**config.mk**
```make
export PLATFORM = sky130hd
export DESIGN_NAME = adc_scan_ctrl
export DESIGN_NICKNAME = d
export VERILOG_FILES = /design/src/rtl/adcscan_pkg.sv /design/src/rtl/adcscan_settings.sv /design/src/rtl/adcscan_frame_xfer.sv /design/src/rtl/adc_scan_ctrl.sv
export SDC_FILE = /design/constraint.sdc
export NUM_CORES = 1
export LEC_CHECK = 0
export BUFFER_PORTS_ARGS = -buffer_cell sky130_fd_sc_hd__buf_4
export CORE_UTILIZATION = 58
export DETAILED_ROUTE_END_ITERATION = 7
export PLACE_DENSITY = 0.79
export SYNTH_ARGS = -nofsm -noshare
export SYNTH_HDL_FRONTEND = slang
export SYNTH_SLANG_ARGS = --single-unit
```
**constraint.sdc**
```tcl
create_clock -name clk -period 2.9 [get_ports clk]
set_clock_uncertainty 0.15 [all_clocks]
set_input_delay 0.58 -clock clk [delete_from_list [all_inputs] [get_ports clk]]
set_output_delay 0.58 -clock clk [all_outputs]
set_load 0.05 [all_outputs]
```
**src/rtl/adcscan_pkg.sv**
```systemverilog
package adcscan_pkg;
   localparam int NCH     = 4;
   localparam int CH_W    = 2;
   localparam int TAG_W   = 4;
   localparam int FRAME_W = 16;
   localparam int CTRL_W  = 12;

   localparam logic [1:0] PM_RUN   = 2'd3;
   localparam logic [1:0] SEQ_NONE = 2'd0;

   typedef struct packed {
      logic [1:0] pm;
      logic       rng;
      logic       bin;
   } adc_cfg_t;

   // lowest enabled channel index
   function automatic logic [CH_W-1:0] first_set(input logic [NCH-1:0] m);
      logic [CH_W-1:0] r;
      r = '0;
      for (int i = NCH - 1; i >= 0; i--) begin
         if (m[i]) r = CH_W'(i);
      end
      return r;
   endfunction

   // control word; sequence code is split over bits 10 and 3
   function automatic logic [CTRL_W-1:0] ctrl_word(input logic [CH_W-1:0] ch,
                                                   input adc_cfg_t c,
                                                   input logic [1:0] seq);
      logic [CTRL_W-1:0] w;
      w      = '0;
      w[11]  = 1'b1;
      w[10]  = seq[1];
      w[7:6] = ch;
      w[5:4] = c.pm;
      w[3]   = seq[0];
      w[1]   = c.rng;
      w[0]   = c.bin;
      return w;
   endfunction
endpackage

```
**src/rtl/adcscan_settings.sv**
```systemverilog
module adcscan_settings
   import adcscan_pkg::*;
(
   input  logic                clk,
   input  logic                rst_n,
   input  logic                wr_i,
   input  adc_cfg_t            cfg_i,
   input  logic [CH_W-1:0]     ch_i,
   output logic [FRAME_W-1:0]  frame_o
);
   localparam int PAD_W = FRAME_W - CTRL_W;

   adc_cfg_t cfg_q;

   always_ff @(posedge clk or negedge rst_n) begin
      if (!rst_n) begin
         cfg_q <= '{pm: PM_RUN, rng: 1'b1, bin: 1'b1};
      end else if (wr_i) begin
         cfg_q <= cfg_i;
      end
   end

   assign frame_o = {ctrl_word(ch_i, cfg_q, SEQ_NONE), {PAD_W{1'b0}}};


   cfg_hold_chk: assert property (@(posedge clk) disable iff (!rst_n)
      !wr_i |=> $stable(cfg_q));
endmodule

```
**src/rtl/adcscan_frame_xfer.sv**
```systemverilog
module adcscan_frame_xfer #(
   parameter int HALF_DIV   = 2,
   parameter int GAP_HALVES = 4,
   parameter int W          = 16
) (
   input  logic         clk,
   input  logic         rst_n,
   input  logic         start_i,
   input  logic [W-1:0] tx_i,
   output logic         fdone_o,
   output logic [W-1:0] rx_o,
   output logic         sclk_o,
   output logic         cs_n_o,
   output logic         mosi_o,
   input  logic         miso_i
);
   localparam int GAP_CYC = GAP_HALVES * HALF_DIV;
   localparam int CNT_W   = $clog2(GAP_CYC + 1);
   localparam int BIT_W   = $clog2(W);
   localparam logic [CNT_W-1:0] HALF_LD = CNT_W'(HALF_DIV - 1);
   localparam logic [CNT_W-1:0] GAP_LD  = CNT_W'(GAP_CYC - 1);
   localparam logic [BIT_W-1:0] LAST    = BIT_W'(W - 1);

   if (HALF_DIV < 1) begin : g_bad_div
      $error("HALF_DIV must be at least 1");
   end
   if (GAP_HALVES < 4) begin : g_bad_gap
      $error("GAP_HALVES must be at least 4");
   end

   typedef enum logic [2:0] {X_IDLE, X_LEAD, X_LOW, X_HIGH, X_TAIL, X_GAP} xst_t;

   xst_t             st;
   logic [CNT_W-1:0] cnt;
   logic [BIT_W-1:0] bitn;
   logic [W-1:0]     tx_sh, rx_sh;
   logic             zero;

   assign zero   = (cnt == '0);
   assign mosi_o = tx_sh[W-1];
   assign rx_o   = rx_sh;

   always_ff @(posedge clk or negedge rst_n) begin
      if (!rst_n) begin
         st      <= X_IDLE;
         cnt     <= '0;
         bitn    <= '0;
         tx_sh   <= '0;
         rx_sh   <= '0;
         sclk_o  <= 1'b1;
         cs_n_o  <= 1'b1;
         fdone_o <= 1'b0;
      end else begin
         fdone_o <= 1'b0;
         if (st != X_IDLE && !zero) begin
            cnt <= cnt - 1'b1;
         end
         case (st)
            X_IDLE: if (start_i) begin
               cs_n_o <= 1'b0;
               tx_sh  <= tx_i;
               bitn   <= '0;
               cnt    <= HALF_LD;
               st     <= X_LEAD;
            end
            X_LEAD: if (zero) begin
               sclk_o <= 1'b0;
               cnt    <= HALF_LD;
               st     <= X_LOW;
            end
            X_LOW: if (zero) begin
               sclk_o <= 1'b1;
               rx_sh  <= {rx_sh[W-2:0], miso_i};
               cnt    <= HALF_LD;
               st     <= X_HIGH;
            end
            X_HIGH: if (zero) begin
               cnt <= HALF_LD;
               if (bitn == LAST) begin
                  st <= X_TAIL;
               end else begin
                  sclk_o <= 1'b0;
                  tx_sh  <= tx_sh << 1;
                  bitn   <= bitn + 1'b1;
                  st     <= X_LOW;
               end
            end
            X_TAIL: if (zero) begin
               cs_n_o <= 1'b1;
               cnt    <= GAP_LD;
               st     <= X_GAP;
            end
            X_GAP: if (zero) begin
               fdone_o <= 1'b1;
               st      <= X_IDLE;
            end
            default: st <= X_IDLE;
         endcase
      end
   end


   sclk_idle_chk: assert property (@(posedge clk) disable iff (!rst_n)
      cs_n_o |-> sclk_o);

   cs_fall_chk: assert property (@(posedge clk) disable iff (!rst_n)
      $fell(cs_n_o) |-> $past(start_i));

   gap_end_chk: assert property (@(posedge clk) disable iff (!rst_n)
      fdone_o |-> (cs_n_o && $past(cs_n_o)));
endmodule

```
**src/rtl/adc_scan_ctrl.sv**
```systemverilog
module adc_scan_ctrl
   import adcscan_pkg::*;
#(
   parameter int HALF_DIV = 2
) (
   input  logic        clk,
   input  logic        rst_n,
   input  logic        cfg_wr,
   input  logic [1:0]  cfg_pm,
   input  logic        cfg_range,
   input  logic        cfg_binary,
   input  logic        single_req,
   input  logic [1:0]  single_chan,
   input  logic        scan_trig,
   input  logic [3:0]  scan_mask,
   output logic        spi_sclk,
   output logic        spi_cs_n,
   output logic        spi_mosi,
   input  logic        spi_miso,
   output logic        busy,
   output logic        done,
   output logic        res_valid,
   output logic        res_err,
   output logic [1:0]  res_chan,
   output logic [15:0] res_word
);
   typedef enum logic [1:0] {S_IDLE, S_ISSUE, S_WAIT} sst_t;

   sst_t               state;
   logic [NCH-1:0]     cmd_left, rd_left;
   logic [CH_W-1:0]    cur_ch, sel_ch;
   logic               cur_rd, sel_rd, start;
   logic [FRAME_W-1:0] cmd_frame, tx_word, rx_word;
   logic               fdone;
   adc_cfg_t           cfg_in;

   assign cfg_in = '{pm: cfg_pm, rng: cfg_range, bin: cfg_binary};
   assign sel_rd = (cmd_left == '0);
   assign sel_ch = first_set(sel_rd ? rd_left : cmd_left);
   assign start  = (state == S_ISSUE) && ((cmd_left | rd_left) != '0);
   assign tx_word = sel_rd ? '0 : cmd_frame;
   assign busy   = (state != S_IDLE);

   adcscan_settings i_settings (
      .clk     (clk),
      .rst_n   (rst_n),
      .wr_i    (cfg_wr),
      .cfg_i   (cfg_in),
      .ch_i    (sel_ch),
      .frame_o (cmd_frame)
   );

   adcscan_frame_xfer #(.HALF_DIV(HALF_DIV), .GAP_HALVES(4), .W(FRAME_W)) i_xfer (
      .clk     (clk),
      .rst_n   (rst_n),
      .start_i (start),
      .tx_i    (tx_word),
      .fdone_o (fdone),
      .rx_o    (rx_word),
      .sclk_o  (spi_sclk),
      .cs_n_o  (spi_cs_n),
      .mosi_o  (spi_mosi),
      .miso_i  (spi_miso)
   );

   always_ff @(posedge clk or negedge rst_n) begin
      if (!rst_n) begin
         state     <= S_IDLE;
         cmd_left  <= '0;
         rd_left   <= '0;
         cur_ch    <= '0;
         cur_rd    <= 1'b0;
         done      <= 1'b0;
         res_valid <= 1'b0;
         res_err   <= 1'b0;
         res_chan  <= '0;
         res_word  <= '0;
      end else begin
         done      <= 1'b0;
         res_valid <= 1'b0;
         res_err   <= 1'b0;
         case (state)
            S_IDLE: begin
               if (scan_trig) begin
                  if (scan_mask == '0) begin
                     done <= 1'b1;
                  end else begin
                     cmd_left <= scan_mask;
                     rd_left  <= scan_mask;
                     state    <= S_ISSUE;
                  end
               end else if (single_req) begin
                  cmd_left <= NCH'(1) << single_chan;
                  rd_left  <= NCH'(1) << single_chan;
                  state    <= S_ISSUE;
               end
            end
            S_ISSUE: begin
               if (start) begin
                  if (sel_rd) rd_left[sel_ch]  <= 1'b0;
                  else        cmd_left[sel_ch] <= 1'b0;
                  cur_ch <= sel_ch;
                  cur_rd <= sel_rd;
                  state  <= S_WAIT;
               end else begin
                  done  <= 1'b1;
                  state <= S_IDLE;
               end
            end
            S_WAIT: begin
               if (fdone) begin
                  if (cur_rd) begin
                     res_chan <= cur_ch;
                     res_word <= rx_word;
                     if (rx_word[FRAME_W-1 -: TAG_W] == TAG_W'(cur_ch)) res_valid <= 1'b1;
                     else                                               res_err   <= 1'b1;
                  end
                  state <= S_ISSUE;
               end
            end
            default: state <= S_IDLE;
         endcase
      end
   end


   start_cause_chk: assert property (@(posedge clk) disable iff (!rst_n)
      $rose(busy) |-> $past(scan_trig || single_req));

   res_excl_chk: assert property (@(posedge clk) disable iff (!rst_n)
      (res_valid || res_err) |-> (busy && !(res_valid && res_err)));

   done_idle_chk: assert property (@(posedge clk) disable iff (!rst_n)
      done |-> (!busy && spi_cs_n));

   res_gap_chk: assert property (@(posedge clk) disable iff (!rst_n)
      (res_valid || res_err) |-> spi_cs_n);
endmodule

```
==> results_dict.tcl <==
set metrics [dict create \
    ir_worst_vdd_v 0.000572 \
    dpl_cell_area_um2 3860 \
    r2r-start "i_xfer.cnt[0]$_DFF_PN0_" \
    ant_nets 0 \
    cp.arrival_ps 2480 \
    drt_iter0_markers 204 \
    ys_ff_latch 80 \
    run_status "completed" \
    fmax_mhz 418 \
    finalNetCount 358 \
    syn_area_per_cell_um2 11.7 \
    cap_violations 0 \
    post_cts_resized 0 \
    mostFrequentLayoutCells "dfrtp_1, buf_4, mux2_2, nand2_1, nor2_1" \
    fin_tns_setup_ps 0 \
    clk_path_buf_depth 2 \
    startpoint_type "register" \
    start_util_pct 60.1 \
    grtUsageTotal_pct 22.6 \
    required_ps 2990 \
    final_common_cell "dfrtp_1" \
    worst_slew_pin_slew_ps 974 \
    drive_gt1_share_pct 32.2 \
    ys_types 47 \
    routabilityCongestion 0.854 \
    n_antenna_cell 0 \
    die_y_um 80.1 \
    cts_buffers 9 \
    die_w_um 80.1 \
    place_hpwl_um 4330 \
    hp-class "input pin to async pin" \
    areaGrowthSynthToFinish_pct 16.2 \
    p_per_area_nw_per_um2 917 \
    dieArea_um2 6410 \
    antenna_found_initial 0 \
    wl_per_cell_um 15.4 \
    io_buffers 40 \
    grt_first_pass_wirelength_um 10800 \
    dp.cells 404 \
    postCtsSetupBuffers 0 \
    dp_slack_ps 515 \
    endpoint_kind "register" \
    io_pins 41 \
    regToRegEndpoint "i_xfer.tx_sh[10]$_DFFE_PN0P_" \
    n_fill_cell 431 \
    setup_viol 0 \
    ys.warnings.count 0 \
    clockRootBuffer "clkbuf_8" \
    r2r_slack_ps 510 \
    slew_headroom_pct 35.0 \
    cts_sinks 80 \
    core_um2 5890 \
    viasPerCell 5.79 \
    synthesis.area_um2 3540 \
    insertion_delay_ps 350 \
    globalRouteOverflowTotal 0 \
    synth_nets 321 \
    crit_type "register to register" \
    fp-row-count 28 \
    drtPass1Iterations 4 \
    fin_cells 420 \
    fin_util_pct 69.8 \
    reg2regPathDepth 6 \
    ys_seq_area_share_pct 56.8 \
    grt_pass1_vias 2346 \
    cts_tree "done" \
    via_count 2433 \
    leakage_uw 0.00202 \
    final_area_um2 4110 \
    final.setup.worst_slack_ps 509 \
    cts_hold_buf 0 \
    wl_um 6480 \
    cts_htree_levels 3 \
    clk_pin_slew_worst_paths_ps 80 \
    finalCriticalPeriod_ps 2390 \
    cp_max_fo 20 \
    rsz0062_at_grt "no" \
    route.detailed.drc 0 \
    period_share_pct 82.4 \
    synth_cells 303 \
    maxSlewViolCount 0 \
    finalHoldViolCount 0 \
    grt_start_max_net_pins 81 \
]
## where the power goes
part	leakage (uW)	internal, uW	switching, uW
combinational	0.000848	483	638
clock	0.000127	600	408
sequential	0.00105	1370	265
## through the flow
stage               hold WS, ps  total power (uW)
global route                301              4000
detailed placement          322              2760
finish                      220              3770
global placement            312              2700
floorplan                   134              2510
CTS                         269              3790
## worst max path at each step
stage	from	endpoint	slack, ps	cells past startpoint
floorplan	i_xfer.cnt[0]$_DFF_PN0_	i_xfer.tx_sh[10]$_DFFE_PN0P_	780	8
global placement	i_xfer.cnt[0]$_DFF_PN0_	i_xfer.tx_sh[10]$_DFFE_PN0P_	630	6
detailed placement	i_xfer.cnt[0]$_DFF_PN0_	i_xfer.tx_sh[10]$_DFFE_PN0P_	520	6
CTS	i_xfer.cnt[0]$_DFF_PN0_	i_xfer.tx_sh[10]$_DFFE_PN0P_	510	6
global route	i_xfer.cnt[0]$_DFF_PN0_	i_xfer.tx_sh[10]$_DFFE_PN0P_	370	6
finish	i_xfer.cnt[0]$_DFF_PN0_	i_xfer.tx_sh[10]$_DFFE_PN0P_	510	6
## registers in the layout, summed over array words and instances (netlist names), 2 cells and up
register / count
cmd_left: 4
cur_ch: 2
i_settings.frame_o: 4
i_xfer.bitn: 4
i_xfer.cnt: 4
i_xfer.rx_o: 16
i_xfer.st: 3
i_xfer.tx_sh: 12
rd_left: 4
res_chan: 2
res_word: 16
state: 2
## layout make-up
class	count	area, um^2	share of cell area (%)
Sequential cell	80	2010	48.9
Multi-Input combinational cell	200	1420	34.4
Timing Repair Buffer	41	308	7.49
Clock buffer	10	138	3.35
Clock inverter	6	116	2.83
Tap cell	75	93.8	2.28
Inverter	8	30.0	0.731
## per-layer routing
metal / up-vias / share of wire, % / GRT usage, %
met5: - / 0 / 0
met4: 0 / 1.5 / 8.21
li1: 1164 / - / -
met3: 6 / 5.3 / 6.14
met2: 76 / 48 / 35.8
met1: 1187 / 45 / 29.9
## critical path, stage by stage (launching register included)
cell and delay [ps]:
dfrtp_1 380, inv_1 100, ha_1 230, nor3b_2 390, and3_1 440, o21ba_4 280, mux2_4 310
## Yosys cell counts, drive strengths merged
| cell type | count | area, um^2 |
|---|---|---|
| nor2 | 21 | 78.8 |
| nor4 | 4 | 25.0 |
| dfstp | 6 | 158 |
| a22oi | 5 | 37.5 |
| mux2 | 41 | 465 |
| nand4 | 2 | 12.5 |
| ha | 2 | 25.0 |
| a21oi | 16 | 80.1 |
| o31ai | 3 | 22.5 |
| and3b | 1 | 8.76 |
| a211oi | 1 | 7.51 |
| nor3 | 5 | 25.0 |
| a211o | 1 | 8.76 |
| buf | 6 | 47.5 |
| or2 | 1 | 6.26 |
| or4 | 4 | 33.8 |
| o211a | 1 | 10.0 |
| o21ba | 1 | 16.3 |
| dfrtp | 74 | 1850 |
| nor3b | 3 | 27.5 |
| a2111oi | 1 | 8.76 |
| nand2 | 25 | 93.8 |
| o22ai | 1 | 6.26 |
| or3 | 3 | 18.8 |
| o211ai | 2 | 15.0 |
| nand2b | 2 | 12.5 |
| inv | 8 | 30.0 |
| a31o | 2 | 17.5 |
| nand3 | 3 | 15.0 |
| nor2b | 3 | 18.8 |
| mux2i | 1 | 10.0 |
| a21o | 3 | 22.5 |
| o21ai | 20 | 111 |
| clkbuf | 9 | 33.8 |
| xor2 | 4 | 35.0 |
| and2 | 3 | 18.8 |
| o21a | 2 | 15.0 |
| and3 | 2 | 12.5 |
| a41o | 1 | 10.0 |
| a31oi | 2 | 12.5 |
| a22o | 8 | 70.1 |
## kinds of logic (layout without fill, tap and decap cells)
group	Yosys count	after routing	synth area share (%)
DFF	80	80	56.8
adders and majority gates	2	2	0.708
buffers and inverters	23	65	3.15
and+or+nand+nor	82	82	11.5
xor gates and xnor gates	4	4	0.991
AOI/OAI and AO/OA	70	70	13.3
muxes	42	42	13.4
Note: power is estimated with default switching activity, not from simulation.
